File: src/rtl/twi_pkg.sv
package twi_pkg;

  typedef enum logic [1:0] {CMD_START, CMD_STOP, CMD_WRITE, CMD_READ} cmd_e;
  typedef enum logic [1:0] {PH_IDLE, PH_ADDR, PH_WR, PH_RD} phase_e;
  typedef enum logic [2:0] {ACT_NONE, ACT_START, ACT_STOP, ACT_ADDR, ACT_WR, ACT_RD} act_e;

  localparam logic [7:0] ST_START   = 8'h08;
  localparam logic [7:0] ST_RESTART = 8'h10;
  localparam logic [7:0] ST_AW_ACK  = 8'h18;
  localparam logic [7:0] ST_AW_NACK = 8'h20;
  localparam logic [7:0] ST_DW_ACK  = 8'h28;
  localparam logic [7:0] ST_DW_NACK = 8'h30;
  localparam logic [7:0] ST_LOST    = 8'h38;
  localparam logic [7:0] ST_AR_ACK  = 8'h40;
  localparam logic [7:0] ST_AR_NACK = 8'h48;
  localparam logic [7:0] ST_DR_ACK  = 8'h50;
  localparam logic [7:0] ST_DR_NACK = 8'h58;
  localparam logic [7:0] ST_IDLE    = 8'hF8;

  localparam int CB_FLAG  = 7;
  localparam int CB_ACKEN = 6;
  localparam int CB_STA   = 5;
  localparam int CB_STO   = 4;
  localparam int CB_WCOL  = 3;

  // status for a finished action; ack is the bit seen (or sent, for reads)
  function automatic logic [7:0] event_code(act_e a, logic rep, logic ack, logic rd);
    case (a)
      ACT_START: return rep ? ST_RESTART : ST_START;
      ACT_ADDR:  return rd ? (ack ? ST_AR_ACK : ST_AR_NACK) : (ack ? ST_AW_ACK : ST_AW_NACK);
      ACT_WR:    return ack ? ST_DW_ACK : ST_DW_NACK;
      ACT_RD:    return ack ? ST_DR_ACK : ST_DR_NACK;
      default:   return ST_IDLE;
    endcase
  endfunction

  function automatic cmd_e cmd_for(act_e a);
    case (a)
      ACT_START: return CMD_START;
      ACT_STOP:  return CMD_STOP;
      ACT_RD:    return CMD_READ;
      default:   return CMD_WRITE;
    endcase
  endfunction

endpackage

File: src/rtl/twi_tick.sv
module twi_tick #(
  parameter int DIV = 4
) (
  input  logic clk,
  input  logic rst_n,
  output logic tick
);
  localparam int CW = (DIV > 1) ? $clog2(DIV) : 1;

  generate
    if (DIV <= 1) begin : g_every
      assign tick = 1'b1;
    end else begin : g_count
      logic [CW-1:0] cnt;
      always_ff @(posedge clk) begin
        if (!rst_n)                      cnt <= '0;
        else if (cnt == CW'(DIV - 1))    cnt <= '0;
        else                             cnt <= cnt + 1'b1;
      end
      assign tick = (cnt == CW'(DIV - 1));
    end
  endgenerate
endmodule

File: src/rtl/twi_bitengine.sv
module twi_bitengine
  import twi_pkg::*;
(
  input  logic       clk,
  input  logic       rst_n,
  input  logic       tick,
  input  logic       go,
  input  cmd_e       cmd,
  input  logic [7:0] tx_byte,
  input  logic       ack_send,
  input  logic       scl_in,
  input  logic       sda_in,
  output logic       busy,
  output logic       own,
  output logic       done,
  output logic       lost,
  output logic       ack_in,
  output logic [7:0] rx_byte,
  output logic       scl_oe,
  output logic       sda_oe
);
  cmd_e       cmd_q;
  logic [1:0] q;
  logic [3:0] bitn;
  logic [7:0] sh;
  logic       ack_q;

  // quarter 1 waits for SCL to actually read high
  logic adv, is_byte, samp, arb_hit;
  assign adv     = busy && tick && !(q == 2'd1 && !scl_in);
  assign is_byte = (cmd_q == CMD_WRITE) || (cmd_q == CMD_READ);
  assign samp    = adv && (q == 2'd1) && is_byte;
  assign arb_hit = samp && (cmd_q == CMD_WRITE) && (bitn < 4'd8) && sh[7] && !sda_in;

  always_ff @(posedge clk) begin
    if (!rst_n) begin
      busy <= 1'b0; own <= 1'b0; done <= 1'b0; lost <= 1'b0; ack_in <= 1'b0;
      cmd_q <= CMD_START; q <= 2'd0; bitn <= 4'd0; sh <= 8'h00; rx_byte <= 8'h00;
      ack_q <= 1'b0;
    end else begin
      done <= 1'b0;
      lost <= 1'b0;
      if (!busy) begin
        if (go) begin
          busy <= 1'b1; cmd_q <= cmd; q <= 2'd0; bitn <= 4'd0;
          sh <= tx_byte; ack_q <= ack_send;
        end
      end else if (arb_hit) begin
        busy <= 1'b0; own <= 1'b0; done <= 1'b1; lost <= 1'b1;
      end else if (adv) begin
        q <= q + 2'd1;
        if (samp) begin
          if (bitn == 4'd8)            ack_in  <= !sda_in;
          else if (cmd_q == CMD_READ)  rx_byte <= {rx_byte[6:0], sda_in};
        end
        if (q == 2'd3) begin
          if (!is_byte) begin
            busy <= 1'b0; done <= 1'b1; own <= (cmd_q == CMD_START);
          end else if (bitn == 4'd8) begin
            busy <= 1'b0; done <= 1'b1;
          end else begin
            bitn <= bitn + 4'd1;
            sh   <= {sh[6:0], 1'b1};
          end
        end
      end
    end
  end

  always_comb begin
    scl_oe = own;
    sda_oe = 1'b0;
    if (busy) begin
      case (cmd_q)
        CMD_START: begin
          scl_oe = (q == 2'd0) ? own : (q == 2'd3);
          sda_oe = q[1];
        end
        CMD_STOP: begin
          scl_oe = (q == 2'd0);
          sda_oe = (q != 2'd3);
        end
        default: begin
          scl_oe = (q == 2'd0) || (q == 2'd3);
          sda_oe = (cmd_q == CMD_WRITE) ? !sh[7] : ((bitn == 4'd8) && ack_q);
        end
      endcase
    end
  end
endmodule

File: src/rtl/twi_master.sv
module twi_master
  import twi_pkg::*;
#(
  parameter int DIV = 4
) (
  input  logic       clk,
  input  logic       rst_n,
  input  logic       ctrl_we,
  input  logic       data_we,
  input  logic [7:0] wdata,
  output logic [7:0] ctrl_rdata,
  output logic [7:0] data_rdata,
  output logic [7:0] status,
  output logic       irq,
  output logic       scl_oe,
  input  logic       scl_in,
  output logic       sda_oe,
  input  logic       sda_in
);
  logic       flag, acken, sta, sto, wcol, pend;
  logic       rep_q, rd_q, ack_sent_q;
  logic [7:0] data_q, status_q;
  phase_e     phase;
  act_e       act_q, nxt_act;

  logic       tick, eng_go, eng_busy, eng_own, eng_done, eng_lost, eng_ack, launch;
  logic [7:0] eng_rx;

  twi_tick #(.DIV(DIV)) u_tick (.clk(clk), .rst_n(rst_n), .tick(tick));

  always_comb begin
    nxt_act = ACT_NONE;
    if (sto)      nxt_act = ACT_STOP;
    else if (sta) nxt_act = ACT_START;
    else begin
      case (phase)
        PH_ADDR: nxt_act = ACT_ADDR;
        PH_WR:   nxt_act = ACT_WR;
        PH_RD:   nxt_act = ACT_RD;
        default: nxt_act = ACT_NONE;
      endcase
    end
  end

  assign launch = pend && !flag && !eng_busy && !eng_done;
  assign eng_go = launch && (nxt_act != ACT_NONE);

  twi_bitengine u_eng (
    .clk(clk), .rst_n(rst_n), .tick(tick), .go(eng_go), .cmd(cmd_for(nxt_act)),
    .tx_byte(data_q), .ack_send(acken), .scl_in(scl_in), .sda_in(sda_in),
    .busy(eng_busy), .own(eng_own), .done(eng_done), .lost(eng_lost),
    .ack_in(eng_ack), .rx_byte(eng_rx), .scl_oe(scl_oe), .sda_oe(sda_oe)
  );

  always_ff @(posedge clk) begin
    if (!rst_n) begin
      flag <= 1'b0; acken <= 1'b0; sta <= 1'b0; sto <= 1'b0; wcol <= 1'b0; pend <= 1'b0;
      rep_q <= 1'b0; rd_q <= 1'b0; ack_sent_q <= 1'b0;
      data_q <= 8'h00; status_q <= ST_IDLE; phase <= PH_IDLE; act_q <= ACT_NONE;
    end else begin
      if (ctrl_we) begin
        acken <= wdata[CB_ACKEN];
        sta   <= wdata[CB_STA];
        sto   <= wdata[CB_STO];
        if (wdata[CB_FLAG]) flag <= 1'b0;
        if (wdata[CB_FLAG] || !flag) pend <= 1'b1;
      end else if (launch) begin
        pend <= 1'b0;
      end

      if (eng_go) begin
        act_q      <= nxt_act;
        rep_q      <= eng_own;
        ack_sent_q <= acken;
        if (nxt_act == ACT_START) sta  <= 1'b0;
        if (nxt_act == ACT_ADDR)  rd_q <= data_q[0];
      end

      if (data_we) begin
        if (flag) begin
          data_q <= wdata;
          wcol   <= 1'b0;
        end else begin
          wcol   <= 1'b1;
        end
      end

      if (eng_done) begin
        if (eng_lost) begin
          status_q <= ST_LOST; flag <= 1'b1; phase <= PH_IDLE;
        end else if (act_q == ACT_STOP) begin
          status_q <= ST_IDLE; sto <= 1'b0; phase <= PH_IDLE;
        end else begin
          status_q <= event_code(act_q, rep_q, (act_q == ACT_RD) ? ack_sent_q : eng_ack, rd_q);
          flag     <= 1'b1;
          case (act_q)
            ACT_START: phase  <= PH_ADDR;
            ACT_ADDR:  phase  <= rd_q ? PH_RD : PH_WR;
            ACT_RD:    data_q <= eng_rx;
            default: ;
          endcase
        end
      end
    end
  end

  assign ctrl_rdata = {flag, acken, sta, sto, wcol, 3'b000};
  assign data_rdata = data_q;
  assign status     = status_q;
  assign irq        = flag;
endmodule

File: config.mk
export PLATFORM = sky130hd
export DESIGN_NAME = twi_master
export DESIGN_NICKNAME = d
export VERILOG_FILES = /design/src/rtl/twi_pkg.sv /design/src/rtl/twi_tick.sv /design/src/rtl/twi_bitengine.sv /design/src/rtl/twi_master.sv
export SDC_FILE = /design/constraint.sdc
export NUM_CORES = 1
export LEC_CHECK = 0
export BUFFER_PORTS_ARGS = -buffer_cell sky130_fd_sc_hd__clkbuf_2
export CAP_MARGIN = 20
export CORE_MARGIN = 3
export CORE_UTILIZATION = 64
export CTS_BUF_LIST = sky130_fd_sc_hd__clkbuf_4
export DETAILED_ROUTE_END_ITERATION = 8
export PLACE_DENSITY = 0.95
export SLEW_MARGIN = 20
export SYNTH_ARGS = -nofsm -noshare
export SYNTH_HDL_FRONTEND = slang
export SYNTH_SLANG_ARGS = --single-unit
export TNS_END_PERCENT = 50
File: constraint.sdc
create_clock -name clk -period 3.93 [get_ports clk]
set_input_delay 0.393 -clock clk [delete_from_list [all_inputs] [get_ports clk]]
set_output_delay 0.393 -clock clk [all_outputs]
set_load 0.005 [all_outputs]
# After elaboration in Yosys (flattened, before gate mapping)
# Cells that the tools add are included.
totals:
  ff_bits: 62
  wordCells: 184
  output_inout_bits: 27
classes:
  reduce_logical: 43
  n_mux: 81
  magnitude_cmp: 1
  n_eq_ne: 27
  bitwise_logic: 4
  addsub: 3
ops:
  columns: ["cell", "count"]
  rows:
  - ["2-to-1 mux 8 bit", 15]
  - ["2-to-1 mux 1 bit", 39]
  - ["2-to-1 mux 4 bit", 9]
  - ["one-hot mux 8 bit (4 select lines)", 1]
  - ["logical AND 1 bit", 14]
  - ["inequality test 2 bit (second input constant)", 7]
  - ["== test 2 bit (second input constant)", 6]
  - ["== test 3 x 2 -> 1 bit (second input constant)", 4]
  - ["2-to-1 mux 2 bit", 6]
  - ["AND reduction 6 bit", 2]
  - ["2-to-1 mux 5 bit", 2]
  - ["AND reduction 2 bit", 5]
  - ["== test 3 bit (second input constant)", 3]
  - ["one-hot mux 3 bit (3 select lines)", 1]
  - ["nonzero test 2 bit", 4]
  - ["zero test 1 bit", 7]
  - ["2-to-1 mux 7 bit", 1]
  - ["== test 2 x 1 -> 1 bit (second input constant)", 3]
  - ["== test 3 x 1 -> 1 bit (second input constant)", 2]
  - ["2-to-1 mux 3 bit", 2]
  - ["2-to-1 mux 6 bit", 1]
  - ["one-hot mux 2 bit (3 select lines)", 1]
  - ["AND reduction 5 bit", 1]
  - ["adder 2 x 1 -> 2 bit (second input constant)", 2]
  - ["14 further kinds", 21]

# Depth between registers and ports, before layout
# Gate-level depths: netlist (run 1).
depth:
  depth_word: 12
  depth_mapped: 10

# Modules after synthesis
# A second synthesis (run 1) with hierarchy kept.
unflattened:
  hier_cells: 346
  area_unflattened_um2: 3047.9
modules_own_cells:
  columns: ["mod", "seq_area_each_um2", "instances", "area_each_um2", "cells_each"]
  rows:
  - ["twi_bitengine", 600.6, 1, 1520.2, 169]
  - ["twi_master", 540.5, 1, 1453.9, 172]
  - ["twi_tick", 40.0, 1, 73.8, 5]

# Worst setup path before layout (run 1)
# Ideal clock, no wire load.
synth_timing:
  path_kind: "register -> register"
  from: "register u_eng.busy"
  to: "register u_eng.bitn[0]"
  path_buffers: 4
  setup_slack_ns: 2.052
  setup_ns: 0.119
  path_stages_with_launch: 9
  arrival_time_ns: 1.759
  period_less_slack_ns: 1.878
  path_cell_list: "dfxtp_1 buf_6 or4b_1 buf_2 or2_1 clkbuf_2 a21o_1 buf_6 mux2i_1"
synth_via:
  elab_chain_cells: 10
  elab_cells_between_ends: 20
synth_lines:
  columns: ["element", "line", "rtl"]
  rows:
  - ["from (decl)", "twi_bitengine.sv:13", "output logic busy,"]
  - ["from (signal assigned)", "twi_bitengine.sv:37", "busy <= 1'b0; own <= 1'b0; done <= 1'b0; lost <= 1'b0; ack_in <= 1'b0;"]
  - ["from (signal assigned)", "twi_bitengine.sv:45", "busy <= 1'b1; cmd_q <= cmd; q <= 2'd0; bitn <= 4'd0;"]
  - ["from (signal assigned)", "twi_bitengine.sv:49", "busy <= 1'b0; own <= 1'b0; done <= 1'b1; lost <= 1'b1;"]
  - ["logical AND 1 bit (2 in series)", "twi_bitengine.sv:30", "assign adv = busy && tick && !(q == 2'd1 && !scl_in);"]
  - ["logical AND 1 bit (2 in series)", "twi_bitengine.sv:32", "assign samp = adv && (q == 2'd1) && is_byte;"]
  - ["logical AND 1 bit (4 in series)", "twi_bitengine.sv:33", "assign arb_hit = samp && (cmd_q == CMD_WRITE) && (bitn < 4'd8) && sh[7] && !sda_in;"]
  - ["inequality test 2 bit (no line)", null, null]
  - ["AND reduction 6 bit (no line)", null, null]
  - ["to (signal assigned)", "twi_bitengine.sv:62", "bitn <= bitn + 4'd1;"]
  - ["to (decl)", "twi_bitengine.sv:24", "logic [3:0] bitn;"]
# Parallel ways exist; a longest one is shown, timed or not.
# A chain may end at the register's enable or synchronous reset.

# Worst setup path after layout (run 1)
layout_timing:
  from: "register u_eng.busy"
  to: "register u_eng.sh[2]"
layout_via:
  elab_chain_cells: 10
  elab_cells_between_ends: 20
layout_lines:
  columns: ["element", "line", "rtl"]
  rows:
  - ["logical AND 1 bit (2 in series)", "twi_bitengine.sv:30", null]
  - ["logical AND 1 bit (2 in series)", "twi_bitengine.sv:32", null]
  - ["logical AND 1 bit (4 in series)", "twi_bitengine.sv:33", null]
  - ["inequality test 2 bit (no line)", null, null]
  - ["AND reduction 6 bit (no line)", null, null]
  - ["to (signal assigned)", "twi_bitengine.sv:46", "sh <= tx_byte; ack_q <= ack_send;"]
  - ["to (signal assigned)", "twi_bitengine.sv:63", "sh <= {sh[6:0], 1'b1};"]
  - ["to (decl)", "twi_bitengine.sv:25", "logic [7:0] sh;"]
# Parallel ways exist; a longest one is shown, timed or not.

==> results.md, run 1 <==
* Worst hold margin at ~0.28 ns
* H-tree depth at 3
* Max-slew violation count at 0
* Routed wire length at 6.19 mm
* Die X-Extent at between 70 and 80 um
* Finished Core Util at 0.740
* Grt peak-use layer: met2
* DR iter-0 viols at 188
* Status: finished clean
* Crit share post-route at 0.618
* Via count at 2550
* Clock buffer depth at 2
* Power Dens Cells at 349 nW/um^2
* Met3 usage at 0.0629
* CP required at 4.19 ns
* Mapped Area at a little under 3000 sq um
* Layout Nets at 388
* First-pass GRT wire length at 10.5 mm
* Lkg Pwr at 1.30 nW
* Clk_skew at 0.00777 ns
* Critical Path AT at 2.69 ns
* CTS Sinks at between 50 and 60
* CP Class: reg2reg
* Multi-input logic area at 1490 sq um
* Dpl cells at roughly 410
* Site Rows at 23
* Avg Synthesized Cell Area at 8.34 sq um
* RD Place Congestion at about 0.84
* Area grow syn2layout at 6.28%
* Max VDD drop at 0.000423 V
* GRT met1 Usage at 0.317
* RSZ-0062 raised after global routing: false
* Register Area at 1180 sq um
* Initial Util at 0.697
* Clock slew seen by the registers of the worst setup and hold paths at 0.09 ns
* Crit path capture type: flip-flop
* Top-area cell type share of the netlist area at 0.404
* GR Util All Layers at 0.251
* Setup Fix Bufs, Post-CTS at 0
* Io pins at 41
* WL/cell at between 10 and 15 um
* Largest net degree at the start of global routing at 40
* GRT overflow at 0
* F_max at 411 MHz
* CTS Buf Count at 9
* Vias per cell at 6.07
* Hold Buf Count CTS at 0
* Post-synth top cells: dfxtp_1 (59), nand2_1 (42), nor2_1 (34), mux2i_1 (24)
* Layout fillers at between 200 and 300
* Antenna Nets Post-Route at 0
* Post-synth top area cell: dfxtp_1
* Antenna cells at 0
* Most frequent cell after synthesis: dfxtp_1
* DRC Markers at 0
* Number of flops mapped to enable cells by yosys at 0
* Final Hold Fails at 0
* Core ar. at 4200 sq um
* Post-route minimum period at around 2.4 ns
* Share of layout cells above drive strength 1 at 0.149
* Setup TNS at 0 ns
* Finish-stage setup viols at 0
* Vias in the first global route at 2384
* Worst slew pin tran at 0.698 ns
* Post-CTS Resized at 0
* Max_slew headroom at 0.534
* Startpoint Class: flip-flop
* Buffers on Ports at 34
* Max_cap viols at 0
* Hpwl dp at 4.44 mm
* Pwr Total at 1.09 mW
* Most common flop cell mapped by yosys: dfxtp_1
* Register area share after synthesis at 0.404
* Worst min-delay path class: in2reg
* Met2 Track Usage GR at 0.404
* Synth area leaders: dfxtp_1 (40%), mux2i_1 (8.2%), nand2_1 (5.4%)
* Root Buffer: clkbuf_4
* Fin cells at 420
* Cells after synthesis at ~350
* Clk Latency, worst-skew pair at 0.38 ns
* Die area at roughly 5400 sq um
* Synth cell types at 46
* CTS tree: built
* Synth warnings at 0
* Antenna violations before repair at 0
* #FFs+latches synth at 59
* Async set-reset flop share out of synthesis at 0
* Die height at roughly 74 um
* Drt first pass iters at 7
* CP max FO at 17
[final timing paths]
check | depth (start not counted) | slack (ns) | to | startpoint
min | 3 | 0.28 | data_rdata[2]$_SDFF_PN0_ | wdata[2]
min reg2reg | 1 | 0.43 | u_tick.g_count.cnt[0]$_SDFF_PP0_ | u_tick.g_count.cnt[0]$_SDFF_PP0_
max | 4 | 1.50 | u_eng.sh[2]$_SDFFE_PN0P_ | u_eng.busy$_SDFF_PN0_
max reg2reg | 4 | 1.50 | u_eng.sh[2]$_SDFFE_PN0P_ | u_eng.busy$_SDFF_PN0_
[metal layers]
metal	vias to the layer above	wire length (um)	share of wire
met4	0	127	0.021
met1	1192	2680	0.43
met5	-	0	0
met2	110	2940	0.47
met3	12	445	0.072
li1	1236	-	-
[worst max-delay path: stages, from the launching register on]
cell and delay [ns]:
dfxtp_1 0.54, or4b_1 0.71, or2_1 0.46, a21o_1 0.40, mux2i_1 0.18
[cells by family after synthesis]
group	count (synthesis)	share of synthesized area
flops	59	0.404
simple gates	130	0.209
fa+ha+maj	8	0.0342
other cells	1	0.00128
buf+inv	56	0.0923
compound gates	65	0.146
mux	32	0.113
[final cells by class]
type                       count  area share
tap                           50      0.0201
clock inverter                 5      0.0145
inverter                      20      0.0241
clock buffer                  10      0.0241
sequential                    59       0.380
multi-input combinational    241       0.480
timing repair buffer          35      0.0571
[per-stage QoR]
| step | setup WS (ns) | cell area [sq um] |
|---|---|---|
| floorplan | 2.05 | 2950 |
| global placement | 1.62 | 2990 |
| detailed placement | 1.56 | 2990 |
| CTS | 1.54 | 3110 |
| global route | 1.35 | 3110 |
| finish | 1.50 | 3110 |
[cell usage in the layout (no fill, tap or decap), drive strengths merged, types with 2 or more instances in the layout]
| master | count |
|---|---|
| o21a | 4 |
| a211oi | 7 |
| and3 | 2 |
| nand2b | 5 |
| inv | 20 |
| clkinv | 4 |
| conb | 6 |
| nor4 | 4 |
| nor2 | 34 |
| nand2 | 42 |
| nor2b | 4 |
| ha | 8 |
| mux2i | 24 |
| clkbuf | 44 |
| a311oi | 8 |
| o22ai | 3 |
| and4 | 2 |
| or3 | 4 |
| o2111ai | 2 |
| nor3 | 7 |
| a21oi | 16 |
| nand3 | 16 |
| o21ai | 14 |
| a31oi | 3 |
| dfxtp | 59 |
| nand3b | 2 |
| mux2 | 8 |
[sequential cells by signal (all words and copies together), names as in the netlist, 2 cells and up]
signal and flops:
act_q 3, data_rdata 8, phase 2, status 5, u_eng.bitn 4, u_eng.cmd_q 2
u_eng.q 2, u_eng.rx_byte 8, u_eng.sh 8, u_tick.g_count.cnt 2
[report_power, final]
group / internal (mW) / switching, mW
Clock: 0.190 / 0.206
Combinational: 0.0272 / 0.0409
Sequential: 0.607 / 0.0154
Total: 0.824 / 0.262
(Power assumes the default switching activity.)
==> run 2: changes to the inputs <==
--- a/config.mk
+++ b/config.mk
@@ -8,10 +8,10 @@
 export BUFFER_PORTS_ARGS = -buffer_cell sky130_fd_sc_hd__clkbuf_2
 export CAP_MARGIN = 20
 export CORE_MARGIN = 3
-export CORE_UTILIZATION = 64
+export CORE_UTILIZATION = 53
 export CTS_BUF_LIST = sky130_fd_sc_hd__clkbuf_4
 export DETAILED_ROUTE_END_ITERATION = 8
-export PLACE_DENSITY = 0.95
+export PLACE_DENSITY = 0.89
 export SLEW_MARGIN = 20
 export SYNTH_ARGS = -nofsm -noshare
 export SYNTH_HDL_FRONTEND = slang
==> constraint.sdc (replaced) <==
create_clock -name clk -period 2.05 [get_ports clk]
set_input_delay 0.205 -clock clk [delete_from_list [all_inputs] [get_ports clk]]
set_output_delay 0.205 -clock clk [all_outputs]
set_load 0.005 [all_outputs]
==> results.md, run 2 (synthesis results as in run 1) <==
* Core ar. at 5240 sq um
* Finished Core Util at 0.622
* Antenna cells at 0
* Finish-stage setup viols at 0
* Buffers on Ports at 34
* Root Buffer: clkbuf_4
* H-tree depth at 3
* Post-route minimum period at ~1.9 ns
* Initial Util at 0.559
* Area grow syn2layout at 11.2%
* CP Class: reg2reg
* Layout Nets at 404
* Critical Path AT at roughly 2.2 ns
* Worst slew pin tran at 0.605 ns
* Switching part of the total at 0.244
* GRT met1 Usage at 0.285
* Switching pwr at 510 uW
* Share of layout cells above drive strength 1 at 0.195
* CTS Buf Count at 9
* Via count at 2572
* Setup WS post-layout at 0.159 ns
* Max_cap viols at 0
* First-pass GRT wire length at ~11 mm
* RD Place Congestion at 0.885
* Die height at 80.3 um
* Setup TNS at 0 ns
* Crit path cell chain: or4b_1 -> or2_1 -> buf_4 -> or3_1 -> a21oi_1
* Combinational power share at 0.080
* Routed wire length at 6.63 mm
* Met3 usage at 0.0572
* DR iter-0 viols at 244
* Die X-Extent at 80.3 um
* GR Util All Layers at 0.220
* Fin cells at approximately 460
* Vias per cell at 5.65
* WL/cell at 14.6 um
* Drt first pass iters at 5
* Max-slew violation count at 0
* Startpoint Class: flip-flop
* Io pins at just over 40
* Clk_skew at 0.0123 ns
* Antenna violations before repair at 0
* CTS tree: built
* Number of cells on the worst hold path at 3
* Met2 Track Usage GR at 0.341
* Clk network pwr share at 0.355
* GRT overflow at 0
* Grt peak-use layer: met2
* Most common cell after layout, fill and taps aside: dfxtp_1
* Setup slack, reg-to-reg at 0.16 ns
* CP delay by family, top: simple AND/OR/NAND/NOR gates
* Crit path capture type: flip-flop
* Post-route cell area at 3260 sq um
* DP Area at 3130 sq um
* CP max stage cell: or4b_1
* Antenna Nets Post-Route at 0
* Worst min-delay path class: in2reg
* Critical path depth in cells at 5
* Lkg Pwr at between 1 and 1.5 nW
* Pre-CTS setup slack at ~0.12 ns
* Vias in the first global route at 2352
* F_max at 529 MHz
* Hpwl dp at around 4.8 mm
* Dpl cells at between 400 and 500
* Most frequent cells in the layout: dfxtp_1 (57), nand2_1 (42), nor2_1 (34), clkbuf_2 (34), mux2i_1 (24)
* DRC Markers at 0
* Crit share post-route at 0.922
* Clock buffer depth at 2
* CTS Sinks at 59
* Die area at 6450 sq um
* Flop pwr share at 0.565
* Max_slew headroom at 0.597
* Max VDD drop at about 0.00043 V
* Power Dens Cells at 641 nW/um^2
* RSZ-0062 raised after global routing: false
* Status: finished clean
* Site Rows at 26
* Sum of buffers and inverters on the critical path at 1
* CP max FO at 7
* R2R depth at 5
* Final Hold Fails at 0
* Largest net degree at the start of global routing at 35
* Pwr Total at approximately 2.1 mW
* Crit-path max cell delay at ~0.5 ns
* Clk Latency, worst-skew pair at roughly 0.4 ns
* Clock slew seen by the registers of the worst setup and hold paths at 0.09 ns
* Int Pwr at 1.58 mW
* CP required at 2.38 ns
* Worst hold margin at 0.0692 ns
-- run 2: worst paths after layout --
kind | from | endpoint
hold / removal | wdata[6] | acken$_SDFFE_PN0P_
setup / recovery | irq$_SDFF_PN0_ | u_eng.cmd_q[1]$_SDFFE_PN0P_
setup reg to reg | irq$_SDFF_PN0_ | u_eng.cmd_q[1]$_SDFFE_PN0P_
hold reg to reg | u_tick.g_count.cnt[0]$_SDFF_PP0_ | u_tick.g_count.cnt[0]$_SDFF_PP0_
-- run 2: power by group through the flow --
stage,sequential [mW],combinational [mW],clock [mW]
after floorplan,1.20,0.130,0
final,1.18,0.166,0.741
after global placement,1.20,0.159,0
after CTS,1.18,0.165,0.755
after global routing,1.18,0.187,0.800
after detailed placement,1.21,0.164,0
-- run 2: layout make-up --
class	count	area, sq um
Sequential cell	59	1180
Multi-Input combinational cell	241	1500
Tap cell	70	87.6
Fill cell	441	1980
Clock inverter	5	46.3
Timing Repair Buffer	51	298
Clock buffer	9	67.6
Inverter	20	75.1
-- run 2: per-layer routing --
layer | vias to the layer above | part of all wire
li1 | 1266 | -
met1 | 1178 | 0.44
met2 | 111 | 0.46
met3 | 17 | 0.070
met4 | 0 | 0.024
met5 | - | 0
-- run 2: worst reg2reg max path, cell delays in order, from the launching register on --
cell	delay, ns
dfxtp_1	0.34
or4b_1	0.51
or2_1	0.34
buf_4	0.19
or3_1	0.31
a21oi_1	0.13
-- run 2: what timing repair did --
action / 4_1_cts / 5_1_grt
resized for setup: 0 / 5
buffers inserted: 0 / 1
hold buffers: 0 / 0
endpoints found under the setup margin: 0 / 19
